$ cat src/rtl/gl_pkg.sv
// Package for the butterfly permute-and-combine unit.
// Holds the shared table lookup helper and the built-in start word.
package gl_pkg;

    // Alternating pattern generator: ones in even bit positions.
    function automatic logic [63:0] alt_pattern();
        return {32{2'b01}};
    endfunction

    // Two-input lookup: index is (lower-position bit, upper-position bit).
    function automatic logic lut_pick(input logic [3:0] nib,
                                      input logic       lo_bit,
                                      input logic       hi_bit);
        return nib[{lo_bit, hi_bit}];
    endfunction

endpackage

$ cat src/rtl/gl_seed.sv
// Start-word selection for the butterfly unit.
// Picks the source operand or the alternating constant, then optionally
// complements it. Assumes W is even. Purely combinational.
module gl_seed #(
    parameter int W = 64
) (
    input  logic         src_is_zero,
    input  logic         invert,
    input  logic [W-1:0] src_data,
    output logic [W-1:0] seed
);
    localparam logic [W-1:0] ALT = {(W/2){2'b01}};

    logic [W-1:0] base;

    // Choose source or constant, then apply the optional complement.
    always_comb begin
        base = src_is_zero ? ALT : src_data;
        seed = invert ? ~base : base;
    end
endmodule

$ cat src/rtl/gl_ctrl.sv
// Row-enable and table-byte decode for the butterfly unit.
// Standard mode: row i runs when ctrl bit i is set and all rows share imm.
// Per-row mode: every row runs, and row i uses control byte i.
// Narrow mode removes the widest row. Assumes W >= 8*ROWS.
module gl_ctrl #(
    parameter int W    = 64,
    parameter int ROWS = 6
) (
    input  logic                 narrow,
    input  logic                 per_row,
    input  logic [W-1:0]         ctrl_data,
    input  logic [7:0]           imm,
    output logic [ROWS-1:0]      row_en,
    output logic [ROWS-1:0][7:0] row_lut
);
    localparam int LUT_BITS = ROWS * 8;

    genvar gi;
    generate
        for (gi = 0; gi < ROWS; gi++) begin : g_row
            // A row exists unless it is the widest one in narrow mode.
            logic present;
            assign present = !(narrow && (gi == ROWS - 1));

            // Decode the enable and the table byte for this row.
            always_comb begin
                if (per_row) begin
                    row_en[gi]  = present;
                    row_lut[gi] = ctrl_data[gi*8 +: 8];
                end else begin
                    row_en[gi]  = present && ctrl_data[gi];
                    row_lut[gi] = imm;
                end
            end
        end

        if (W > LUT_BITS) begin : g_spare
            logic ctrl_unused;
            assign ctrl_unused = ^ctrl_data[W-1:LUT_BITS];
        end
    endgenerate
endmodule

$ cat src/rtl/gl_row.sv
// One butterfly row with stride STRIDE.
// Each bit is paired with the bit at index j^STRIDE. Lower members use
// lut_byte[3:0] and upper members use lut_byte[7:4]. The lookup index is
// (bit at the lower position, bit at the upper position).
// When en is low, the row passes its input through. Combinational.
module gl_row #(
    parameter int W      = 64,
    parameter int STRIDE = 1
) (
    input  logic         en,
    input  logic [7:0]   lut_byte,
    input  logic [W-1:0] row_in,
    output logic [W-1:0] row_out
);
    logic [W-1:0] mixed;

    genvar gj;
    generate
        for (gj = 0; gj < W; gj++) begin : g_bit
            if ((gj & STRIDE) == 0) begin : g_lo
                assign mixed[gj] = gl_pkg::lut_pick(lut_byte[3:0],
                                                    row_in[gj], row_in[gj + STRIDE]);
            end else begin : g_hi
                assign mixed[gj] = gl_pkg::lut_pick(lut_byte[7:4],
                                                    row_in[gj - STRIDE], row_in[gj]);
            end
        end
    endgenerate

    // Apply the row or bypass it.
    always_comb row_out = en ? mixed : row_in;
endmodule

$ cat src/rtl/gl_unit.sv
// Butterfly permute-and-combine unit, top level.
// Start word from gl_seed, then ROWS rows of strides 1,2,4,... in
// increasing order, then narrow masking and one output register.
// Assumes W is a power of two with W >= 8*ROWS. Reset is synchronous,
// active low.
module gl_unit #(
    parameter int W = 64
) (
    input  logic         clk,
    input  logic         rst_n,
    input  logic         in_valid,
    input  logic         src_is_zero,
    input  logic [W-1:0] src_data,
    input  logic [W-1:0] ctrl_data,
    input  logic [7:0]   imm,
    input  logic         invert,
    input  logic         narrow,
    input  logic         per_row,
    output logic         out_valid,
    output logic [W-1:0] out_data
);
    localparam int ROWS = $clog2(W);
    localparam int HALF = W / 2;
    localparam logic [W-1:0] ALT = {(W/2){2'b01}};

    logic [W-1:0]            seed;
    logic [ROWS-1:0]         row_en;
    logic [ROWS-1:0][7:0]    row_lut;
    logic [ROWS:0][W-1:0]    stage;
    logic [W-1:0]            result;

    gl_seed #(.W(W)) u_seed (
        .src_is_zero (src_is_zero),
        .invert      (invert),
        .src_data    (src_data),
        .seed        (seed)
    );

    gl_ctrl #(.W(W), .ROWS(ROWS)) u_ctrl (
        .narrow    (narrow),
        .per_row   (per_row),
        .ctrl_data (ctrl_data),
        .imm       (imm),
        .row_en    (row_en),
        .row_lut   (row_lut)
    );

    assign stage[0] = seed;

    genvar gr;
    generate
        for (gr = 0; gr < ROWS; gr++) begin : g_stage
            gl_row #(.W(W), .STRIDE(1 << gr)) u_row (
                .en       (row_en[gr]),
                .lut_byte (row_lut[gr]),
                .row_in   (stage[gr]),
                .row_out  (stage[gr+1])
            );
        end
    endgenerate

    // Clear the upper half in narrow mode.
    always_comb result = narrow ? {{HALF{1'b0}}, stage[ROWS][HALF-1:0]} : stage[ROWS];

    // Output register: capture on a request, hold otherwise.
    always_ff @(posedge clk) begin
        if (!rst_n) begin
            out_valid <= 1'b0;
            out_data  <= '0;
        end else begin
            out_valid <= in_valid;
            if (in_valid) out_data <= result;
        end
    end

    AST_VALID_RISE: assert property (@(posedge clk) disable iff (!rst_n)
        in_valid |=> out_valid);
    AST_VALID_FALL: assert property (@(posedge clk) disable iff (!rst_n)
        !in_valid |=> !out_valid);
    AST_HOLD_IDLE: assert property (@(posedge clk) disable iff (!rst_n)
        !in_valid |=> $stable(out_data));
    AST_NARROW_UPPER: assert property (@(posedge clk) disable iff (!rst_n)
        (in_valid && narrow) |=> (out_data[W-1:HALF] == '0));
    AST_SEED_PASS: assert property (@(posedge clk) disable iff (!rst_n)
        (in_valid && !per_row && !narrow && src_is_zero && ctrl_data[ROWS-1:0] == '0)
        |=> (out_data == ($past(invert) ? ~ALT : ALT)));
    AST_SRC_PASS: assert property (@(posedge clk) disable iff (!rst_n)
        (in_valid && !per_row && !narrow && !src_is_zero && !invert && ctrl_data[ROWS-1:0] == '0)
        |=> (out_data == $past(src_data)));
endmodule

$ cat config.mk
export PLATFORM = sky130hd
export DESIGN_NAME = gl_unit
export DESIGN_NICKNAME = d
export VERILOG_FILES = /design/src/rtl/gl_pkg.sv /design/src/rtl/gl_seed.sv /design/src/rtl/gl_ctrl.sv /design/src/rtl/gl_row.sv /design/src/rtl/gl_unit.sv
export SDC_FILE = /design/constraint.sdc
export NUM_CORES = 1
export LEC_CHECK = 0
export BUFFER_PORTS_ARGS = -buffer_cell sky130_fd_sc_hd__buf_2
export CAP_MARGIN = 20
export CORE_ASPECT_RATIO = 1.4
export CORE_UTILIZATION = 35
export DETAILED_ROUTE_END_ITERATION = 10
export PLACE_DENSITY = 0.58
export REMOVE_ABC_BUFFERS = 1
export SYNTH_ARGS = -nofsm -noshare
export SYNTH_HDL_FRONTEND = slang
export SYNTH_HIERARCHICAL = 1
export SYNTH_SLANG_ARGS = --single-unit
$ cat constraint.sdc
create_clock -name clk -period 5.9 [get_ports clk]
set_input_delay 0.59 -clock clk [delete_from_list [all_inputs] [get_ports clk]]
set_output_delay 0.59 -clock clk [all_outputs]
set_load 0.01 [all_outputs]
Word level (Yosys, flattened, before mapping)
Index checks and enable logic that the tools add are counted.
{"block": "totals", "mem_bits_rw": 0, "regBits": 65, "mem_bits_ro": 0, "n_memories": 0, "latch_bits": 0}
{"block": "classes", "n_shift": 0, "eq_ne": 0, "div_mod_pow": 0, "n_lt_le_gt_ge": 192, "bitwise": 1, "muxes": 789, "addsub": 0, "mul": 0, "n_reduce_logical": 2}
{"operator": "binary-select mux 1 bit (select 2 bit)", "n": 384}
{"operator": "less-than comparator 2 x 3 -> 1 bit, second input constant", "n": 192}
{"operator": "two-way mux 64 bit", "n": 9}
{"operator": "two-way mux 1 bit", "n": 390}
{"operator": "NOT 64 bit", "n": 1}
{"operator": "two-way mux 8 bit", "n": 6}
{"operator": "logical AND 1 bit", "n": 1}
{"operator": "zero test 1 bit", "n": 1}

Depth between registers and ports, before layout
Gate-level depths: netlist of the first run.
{"block": "depth", "depth_word": 22, "ltp_mapped": 25}

Cells and area by module
The synthesis of the first run kept the hierarchy.
{"mod": "gl_row at g_stage[0].u_row ...", "n_inst": 3, "seq_area_each_um2": 0.0, "cells_each": 295, "area_each_um2": 2294.7}
{"mod": "gl_row at g_stage[3].u_row ...", "n_inst": 2, "seq_area_each_um2": 0.0, "cells_each": 294, "area_each_um2": 2302.2}
{"mod": "gl_unit", "n_inst": 1, "seq_area_each_um2": 1301.2, "cells_each": 249, "area_each_um2": 2498.6}
{"mod": "gl_row at g_stage[5].u_row", "n_inst": 1, "seq_area_each_um2": 0.0, "cells_each": 294, "area_each_um2": 2304.7}
{"mod": "gl_seed", "n_inst": 1, "seq_area_each_um2": 0.0, "cells_each": 142, "area_each_um2": 1323.8}
{"mod": "gl_ctrl", "n_inst": 1, "seq_area_each_um2": 0.0, "cells_each": 60, "area_each_um2": 849.6}

Least setup slack after synthesis of the first run
OpenSTA, ideal clock, no wires.
{"block": "synth_path", "path_type": "input to register", "start": "input port per_row", "end": "register out_data[5]", "path_buffers": 5, "setup_slack_ns": 0.730, "path_stages": 24, "arrival_time_ns": 5.054, "path_cell_list": "buf_6 -> buf_6 -> or2_2 -> buf_2 -> buf_4 -> buf_2 -> a31oi_1 -> mux2_2 -> o21ai_0 -> o31ai_1 -> mux2_2 -> a21oi_1 -> a31oi_1 -> mux2_2 -> a21oi_1 -> a31oi_1 -> mux2_2 -> a21oi_1 -> a31oi_1 -> mux2_2 -> a21oi_1 -> a31oi_1 -> mux2i_1 -> nor2b_1"}
{"item": "start, declared", "line": "gl_unit.sv:18", "source": "input logic per_row,"}
{"item": "end signal, assigned", "line": "gl_unit.sv:72", "source": "if (in_valid) out_data <= result;"}
{"item": "end, declared", "line": "gl_unit.sv:20", "source": "output logic [W-1:0] out_data"}

==> run summary, run 1 <==
CTS Buf Count: 9
Synthesized area: 0.0185 mm²
Main synth FF type: dfxtp_1
Worst skew pair latency: 0.35 ns
Die H: 274 µm
CP arrival: 5.70 ns
DRC violation total after the first TritonRoute iteration: 1001
Most frequent cell after synthesis: mux2i_1
Initial Utilization: 35.4%
Ys Warns: 6
Syn Inst Count: 2218
Largest net degree at the start of global routing: 98
Die width: 196 µm
Layout Nets: 2530
Buf+Inv Stages, Crit Path: 3
Number of synthesized flops with an enable pin: 0
Synth cell types: 31
PortBufs: 191
Yosys reg bits: 65
CP delay by family, top: compound AO/OA/AOI/OAI gates
Outcome: completed
Dpl cells: 3083
Post-CTS sizing: 0
Pre-CTS setup slack: 0.140 ns
Die ar.: 0.0537 mm²
RSZ-0062 raised after global routing: no
Final Power: 5.89 mW
Antenna viol nets, final: 0
Endpoints failing setup: 0
Htree depth: 3
Leakage: 9.11 nW
Total wire length: 58800 µm
VDD IR-drop max: 0.000178 V
Site row count: 99
Share of layout cells above drive strength 1: 38.2%
Filler Cells Inserted: 5294
Clock root buffer master: clkbuf_16
Critical path data required time: 6.14 ns
Gp weighted congestion: 0.840
Slowest CP cell: o31ai_1
Slew HR: 41.6%
Ant diodes: 0
Min Hold Slack: 0.473 ns
Synth top area share: 22.9%
Leading cell types by count after synthesis: mux2i_1 (416), a31oi_1 (378), mux2_2 (376)
Clk_skew: 0 ns
Pins Over Slew Limit: 0
DR pass1 iterations: 5
Initial antenna violation count: 0
Placed cell area: 0.0205 mm²
Max frequency: 0.183 GHz
Io pins: 208
Vias in the first global route: 16432
Hold_buf cts: 0
Average wire per standard cell: 19.0 µm
Remaining DRCs: 0
Clk slew on worst S/H paths: 0.06 ns
Asr flop ratio synth: 0%
Final period util: 92.6%
Area leader, netlist: mux2_2
Final Non-Filler Cells: 3098
Area Overhead vs Synth: 12.8%
Actual slew at the worst max-slew pin: 0.876 ns
Via-to-Cell Ratio: 5.71
Via Count: 17691
Crit start category: primary input
Mapped Avg Cell Area: 8.33 µm²
Setup WS post-layout: 0.436 ns
Post-CTS setup buffers: 0
FF+latch area: 0.00130 mm²
Sequential fraction of the synthesis area: 7.05%
Max-cap violations: 0
HP Class: reg2reg
Final Cell Area: 0.0208 mm²
Area of the multi-input gates: 0.0155 mm²
Worst setup EP type: register
Bufs on Longest Clock Path: 2
Most used cell, CP: a31oi_1
Post-DP HPWL: 42800 µm
Fin util: 39.9%
Crit Path Class: in2reg
Setup TNS: 0 ns
CTS tree: built
Crit path time final: 5.46 ns
Total track usage: 20.9%
Worst path cell trace: buf_2, or2_4, buf_4, a21oi_1, a31oi_1, mux2i_1, o31ai_1, mux2_2, a21oi_1, a31oi_1, mux2_2, a21oi_1, a31oi_1, buf_4, mux2i_1, a31oi_1, mux2_2, a21oi_1, a31oi_1, mux2i_1, nor2b_1
Largest cells by area after synthesis: mux2_2 (23%), mux2i_1 (23%), a31oi_1 (13%)
First-pass GRT wire length: 92900 µm
Gr ovfl total: 0
Clk sinks: 65
CORE AREA: 0.0521 mm²
CP Max Fanout: 31
Fin. Hold Viols: 0
Power per cell area: 283 mW/mm²
CP max stage delay: 0.65 ns
[power by group]
group	internal [mW]	switching, mW	total, mW
combinational	2.35	2.43	4.78
sequential	0.517	0.0408	0.558
clock	0.327	0.219	0.546
total	3.19	2.69	5.89
[state kept, by name, indices dropped and copies added (netlist names)]
| name | cells |
|---|---|
| out_data | 64 |
| out_valid | 1 |
[layout by cell type (no fill, tap or decap), types with 4 or more instances in the layout]
cell type	count
nand2b_4	28
mux2_4	44
or2_4	5
o31ai_1	6
clkbuf_16	9
nor2_1	32
mux2_2	376
buf_12	6
xnor2_1	53
a31oi_1	378
dfxtp_1	65
buf_4	231
nor2b_1	32
a21oi_1	372
a21oi_2	6
nand2_1	32
o21ai_0	33
mux2_1	12
xnor2_2	11
buf_2	190
mux2i_1	416
nand3b_1	32
o21ai_1	4
nand2b_1	5
[cells by family after synthesis]
logic type / after synthesis / share of synthesized area, %
flip-flops: 65 / 7.05
AND/OR/NAND/NOR: 168 / 6.19
buffers and inverters: 273 / 9.01
AO/OA/AOI/OAI: 800 / 24.5
multiplexers: 848 / 49.8
XOR/XNOR: 64 / 3.48
[worst reg2reg max path, delay by kind of cell (launching register included)]
kind / cells / cell delay [ns]
DFF: 1 / 0.36
AOI/OAI and AO/OA: 1 / 0.12
and+or+nand+nor: 1 / 0.09
[cell type report]
type,count,area share (%)
clock buffers,9,1.08
multi-input cells,1880,74.5
repair buffers,428,13.5
well taps,707,4.25
clock inverters,6,0.330
inverters,3,0.0541
flip-flops and latches,65,6.25
[routing by layer]
metal,routed length [µm],vias up,share of wire [%],track usage (%)
met1,26200,8435,45,26.3
li1,-,8874,-,-
met2,30100,339,51,38.8
met5,0,-,0,0
met3,1750,43,3.0,1.42
met4,697,0,1.2,3.95
[path summary, 6_finish.rpt]
kind	cells after the start	slack, ns	end	from
worst min register to register	2	0.47	out_data[33]	out_data[33]
worst max register to register	2	5.24	out_data[40]	out_data[40]
worst max-delay path	21	0.44	out_data[5]	per_row
worst min-delay path	2	0.47	out_data[33]	out_data[33]
No activity file was read; power rests on OpenSTA's default activity.
==> inputs of run 2 (changes only) <==
--- a/config.mk
+++ b/config.mk
@@ -11,6 +11,7 @@
 export CORE_UTILIZATION = 35
 export DETAILED_ROUTE_END_ITERATION = 10
 export PLACE_DENSITY = 0.58
+export RECOVER_POWER = 25
 export REMOVE_ABC_BUFFERS = 1
 export SYNTH_ARGS = -nofsm -noshare
 export SYNTH_HDL_FRONTEND = slang
==> run 2 against run 1 <==
Worst hold slack improved by 0.0037 ns. Critical path depth did not move. Utilization fell by 0.074 points. Sequential share of layout area barely moved. Critical path type unchanged. Critical endpoint is now out_data[51]. Highest routed layer unchanged.
==> run summary, run 2 (synthesized netlist as in run 1, its figures left out) <==
Outcome: completed
Final Power: 5.88 mW (-0.18%)
CP max stage delay: 0.61 ns (-0.04 ns)
Total wire length: 58700 µm (-0.20%)
Filler Cells Inserted: 5314 (+0.38%)
Most used cell, CP: a31oi_1
Max reg flops: 64 (unchanged)
Placed cell area: 0.0205 mm² (unchanged)
Average wire per standard cell: 19.0 µm (-0.20%)
Area of the multi-input gates: 0.0155 mm² (unchanged)
FF+latch area: 0.00130 mm² (unchanged)
Reg2Reg Depth: 2 (unchanged)
Worst path cell trace: buf_2, buf_4, mux2_4, buf_4, mux2_2, a21oi_1, a31oi_1, buf_4, mux2i_1, a31oi_1, buf_4, mux2i_1, a31oi_1, mux2_2, a21oi_1, a31oi_1, mux2_2, a21oi_1, a31oi_1, nand2_1, o21ai_0
Layout Nets: 2530 (unchanged)
CORE AREA: 0.0521 mm² (unchanged)
Worst skew pair latency: 0.35 ns (about the same)
Clk sinks: 65 (unchanged)
Clk slew on worst S/H paths: 0.06 ns (about the same)
Crit Path Class: in2reg
Io pins: 208 (unchanged)
Die H: 274 µm (unchanged)
Clock root buffer master: clkbuf_16
CP delay by family, top: compound AO/OA/AOI/OAI gates
Critical path data required time: 6.13 ns (about the same)
R2R Path Start: out_data[40]
Max frequency: 0.182 GHz (-0.40%)
Gr ovfl total: 0 (unchanged)
Max-cap violations: 0 (unchanged)
Biggest register: out_data
Bufs on Longest Clock Path: 2 (unchanged)
RSZ-0062 raised after global routing: no
Final Non-Filler Cells: 3098 (unchanged)
Endpoints failing setup: 0 (unchanged)
PortBufs: 191 (unchanged)
Post-CTS sizing: 0 (unchanged)
CTS Buf Count: 9 (unchanged)
Clk_skew: 0 ns (unchanged)
Pins Over Slew Limit: 0 (unchanged)
Final period util: 93.0% (+0.38 points)
Commonest non-fill, non-tap cell in the layout: mux2i_1
HP Class: reg2reg
Crit start category: primary input
Via Count: 17723 (+0.18%)
Site row count: 99 (unchanged)
Die ar.: 0.0537 mm² (unchanged)
Fin. Hold Viols: 0 (unchanged)
Worst setup EP type: register
Setup crit start: per_row
Post-CTS setup buffers: 0 (unchanged)
Min Hold Slack: 0.476 ns (+0.00367 ns)
Die width: 196 µm (unchanged)
Pre-CTS setup slack: 0.140 ns (unchanged)
Total track usage: 20.9% (unchanged)
Actual slew at the worst max-slew pin: 0.877 ns (+0.00165 ns)
Htree depth: 3 (unchanged)
R2R setup slack: 5.24 ns (about the same)
Antenna viol nets, final: 0 (unchanged)
Slew HR: 41.5% (-0.11 points)
Crit path time final: 5.49 ns (+0.0222 ns)
CP arrival: 5.72 ns (+0.02 ns)
Power per cell area: 283 mW/mm² (about the same)
CP Max Fanout: 39 (+26%)
Via-to-Cell Ratio: 5.72 (+0.18%)
Gp weighted congestion: 0.840 (unchanged)
Leakage: 8.99 nW (-1.3%)
Hold_buf cts: 0 (unchanged)
Ant diodes: 0 (unchanged)
Largest net degree at the start of global routing: 98 (unchanged)
CP Depth: 21 (unchanged)
Vias in the first global route: 16432 (unchanged)
DR pass1 iterations: 5 (unchanged)
Fin util: 39.9% (-0.074 points)
Commonest non-fill, non-tap cells in the layout: mux2i_1 (416), a31oi_1 (378), mux2_2 (376)
Initial Utilization: 35.4% (unchanged)
Worst Setup EP: out_data[51]
Slowest CP cell: buf_4
First-pass GRT wire length: 92900 µm (unchanged)
Worst reg2reg path endpoint: out_data[40]
Setup WS post-layout: 0.414 ns (-0.0222 ns)
Setup TNS: 0 ns (unchanged)
Initial antenna violation count: 0 (unchanged)
CTS tree: built
Final Cell Area: 0.0208 mm² (-0.19%)
Area Overhead vs Synth: 12.6%
Share of layout cells above drive strength 1: 36.9% (-1.3 points)
VDD IR-drop max: 0.000176 V (-1.1%)
Post-DP HPWL: 42800 µm (unchanged)
DRC violation total after the first TritonRoute iteration: 934 (-6.7%)
Buf+Inv Stages, Crit Path: 5 (+2)
Largest regs: out_data: 64 flops, out_valid: 1 flops
Remaining DRCs: 0 (unchanged)
Dpl cells: 3083 (unchanged)
-- run 2: metal layers --
metal / part of all wire [%] / track usage, % / up-vias
li1: - / - / 8879
met1: 45 / 26.3 / 8488
met2: 51 / 38.8 / 322
met3: 2.9 / 1.42 / 34
met4: 1.1 / 3.95 / 0
met5: 0 / 0 / -
-- run 2: how the worst min path moves through the flow --
stage | slack, ns | end | cells past startpoint | startpoint
2_1_floorplan | 0.49 | out_data[62] | 2 | out_data[62]
3_3_place_gp | 0.47 | out_data[32] | 2 | out_data[32]
3_5_place_dp | 0.46 | out_data[33] | 2 | out_data[33]
4_1_cts | 0.48 | out_data[33] | 2 | out_data[33]
5_1_grt | 0.51 | out_data[32] | 2 | out_data[32]
6_report | 0.48 | out_data[54] | 2 | out_data[54]
-- run 2: worst reg2reg max path: stages, from the launching register on --
cell and delay (ns):
dfxtp_1 0.36, nand3b_1 0.09, o21ai_0 0.12
-- run 2: power breakdown --
group | total, mW | internal (mW) | switching, mW | leakage, nW
logic | 4.77 | 2.34 | 2.43 | 8.31
registers | 0.559 | 0.517 | 0.0419 | 0.535
clock network | 0.546 | 0.327 | 0.219 | 0.142
-- run 2: final cells by class --
class | count | area share [%]
multi-input combinational | 1880 | 74.6
timing repair buffer | 428 | 13.4
sequential | 65 | 6.26
tap | 707 | 4.25
clock buffer | 9 | 1.08
clock inverter | 6 | 0.331
inverter | 3 | 0.0542
==> inputs of run 3 (changes only) <==
--- a/config.mk
+++ b/config.mk
@@ -9,6 +9,7 @@
 export CAP_MARGIN = 20
 export CORE_ASPECT_RATIO = 1.4
 export CORE_UTILIZATION = 35
+export CTS_BUF_LIST = sky130_fd_sc_hd__clkbuf_4
 export DETAILED_ROUTE_END_ITERATION = 10
 export PLACE_DENSITY = 0.58
 export RECOVER_POWER = 25
==> run 3 against run 2 <==
Die area unchanged. Register-to-register slack got worse by 0.11 ns. Critical path type unchanged. Utilization decreased by 0.30 points. Global-route usage about the same. The run now ends with max-capacitance violations, max-slew violations left. Flip-flop and latch count unchanged. Cell count about the same. Combinational power about the same.
==> run summary, run 3 (synthesized netlist as in run 1, its figures left out) <==
Fin. Hold Viols: 0 (unchanged)
Hold_buf cts: 0 (unchanged)
Site row count: 99 (unchanged)
Outcome: finished, violations left
Htree depth: 3 (unchanged)
Worst skew pair latency: 0.45 ns (+0.10 ns)
Io pins: 208 (unchanged)
Gp weighted congestion: 0.840 (unchanged)
Via Count: 17674 (-0.28%)
CTS tree: built
Actual slew at the worst max-slew pin: 3.62 ns (+2.74 ns)
DR pass1 iterations: 5 (unchanged)
Commonest non-fill, non-tap cells in the layout: mux2i_1 (416), a31oi_1 (378), mux2_2 (376)
CP delay by family, top: compound AO/OA/AOI/OAI gates
Post-DP HPWL: 42800 µm (unchanged)
RSZ-0062 raised after global routing: no
PortBufs: 191 (unchanged)
Remaining DRCs: 0 (unchanged)
Via-to-Cell Ratio: 5.70 (-0.31%)
Area Overhead vs Synth: 11.7%
Clk slew on worst S/H paths: 0.12 ns (+0.06 ns)
Die H: 274 µm (unchanged)
Total track usage: 20.9% (+0.029 points)
HP Class: in2reg
Endpoints failing setup: 0 (unchanged)
Post-CTS setup buffers: 0 (unchanged)
Largest regs: out_data: 64 flops, out_valid: 1 flops
Most used cell, CP: a31oi_1
Slew HR: -141% (-180 points)
Slowest CP cell: o31ai_1
Max-cap violations: 1 (+1)
Buf+Inv Stages, Crit Path: 3 (-2)
Crit path time final: 5.34 ns (-0.150 ns)
Violated checks: max-capacitance violations, max-slew violations
CP max stage delay: 0.66 ns (+0.05 ns)
Power per cell area: 274 mW/mm² (-3.2%)
Biggest register: out_data
Total wire length: 58600 µm (-0.12%)
Post-CTS sizing: 0 (unchanged)
DRC violation total after the first TritonRoute iteration: 1002 (+7.3%)
Vias in the first global route: 16451 (+0.12%)
Crit start category: primary input
Crit Path Class: in2reg
Average wire per standard cell: 18.9 µm (-0.15%)
Clock root buffer master: clkbuf_4
Critical path data required time: 6.24 ns (+0.11 ns)
CORE AREA: 0.0521 mm² (unchanged)
Max frequency: 0.187 GHz (+2.8%)
Die width: 196 µm (unchanged)
Share of layout cells above drive strength 1: 36.9% (-0.042 points)
Leakage: 8.91 nW (-0.82%)
Layout Nets: 2530 (unchanged)
Worst path cell trace: buf_2, or2_4, buf_4, a21oi_1, a31oi_1, mux2i_1, o31ai_1, mux2_2, a21oi_1, a31oi_1, mux2_2, a21oi_1, a31oi_1, buf_4, mux2i_1, a31oi_1, mux2_2, a21oi_1, a31oi_1, mux2i_1, nor2b_1
Antenna viol nets, final: 0 (unchanged)
VDD IR-drop max: 0.000175 V (-0.63%)
Max reg flops: 64 (unchanged)
CP Max Fanout: 31 (-21%)
Initial antenna violation count: 1 (+1)
CTS Buf Count: 9 (unchanged)
Commonest non-fill, non-tap cell in the layout: mux2i_1
Fin util: 39.6% (-0.30 points)
Worst setup EP type: register
CP arrival: 5.68 ns (-0.04 ns)
Bufs on Longest Clock Path: 2 (unchanged)
Clk_skew: 0 ns (unchanged)
Largest net degree at the start of global routing: 98 (unchanged)
Final period util: 90.4% (-2.5 points)
Initial Utilization: 35.4% (unchanged)
Gr ovfl total: 0 (unchanged)
First-pass GRT wire length: 93000 µm (+0.19%)
Clk sinks: 65 (unchanged)
Pins Over Slew Limit: 98 (+98)
Die ar.: 0.0537 mm² (unchanged)
Final Power: 5.65 mW (-3.9%)
run 3: changes by cell type in the layout (fill, tap and decap cells not counted):
cell       before  now
clkbuf_1       31   32
buf_4         231  230
clkbuf_4        0    9
clkbuf_16       9    0
diode_2         0    1
run 3: final timing paths:
path                                      to    startpoint  cells past startpoint  slack (ns)
worst max-delay path             out_data[5]       per_row                     21        0.56
worst min-delay path            out_data[62]        narrow                      3        0.41
worst max register to register  out_data[40]  out_data[40]                      2        5.13
worst min register to register  out_data[33]  out_data[33]                      2        0.48
run 3: metal layers:
metal  track usage (%)  share of wire [%]  vias to the layer above
met5                 0                  0                        -
met4              3.76                1.0                        0
met3              1.27                2.6                       34
met2              38.9                 52                      296
met1              26.5                 45                     8476
li1                  -                  -                     8868
run 3: layout make-up:
cell class | count | area [µm²]
tap | 707 | 885
antenna | 1 | 2.50
clock inverter | 6 | 68.8
clock buffer | 9 | 67.6
fill | 5334 | 31500
multi-input combinational | 1880 | 15500
timing repair buffer | 428 | 2780
inverter | 3 | 11.3
sequential | 65 | 1300
run 3: report_power, final:
group	internal (mW)	switching, mW	leakage (nW)	total, mW
clock	0.129	0.190	0.0724	0.318
sequential	0.516	0.0418	0.535	0.558
combinational	2.34	2.43	8.30	4.77
run 3: stage by stage:
step	cells	setup TNS [ns]	hold slack [ns]	setup slack, ns	instance area, µm²
floorplan	1948	-0.253	0.490	-0.133	16800
CTS	3098	0	0.346	0.666	20700
finish	3099	0	0.413	0.564	20600
detailed placement	3083	0	0.464	0.140	20500
global route	3099	0	0.379	0.122	20600
global placement	3082	0	0.466	0.215	20500
run 3: worst min-delay path: stages:
cell	delay [ns]
buf_2	0.10
nand4b_1	0.11
nand2_1	0.04
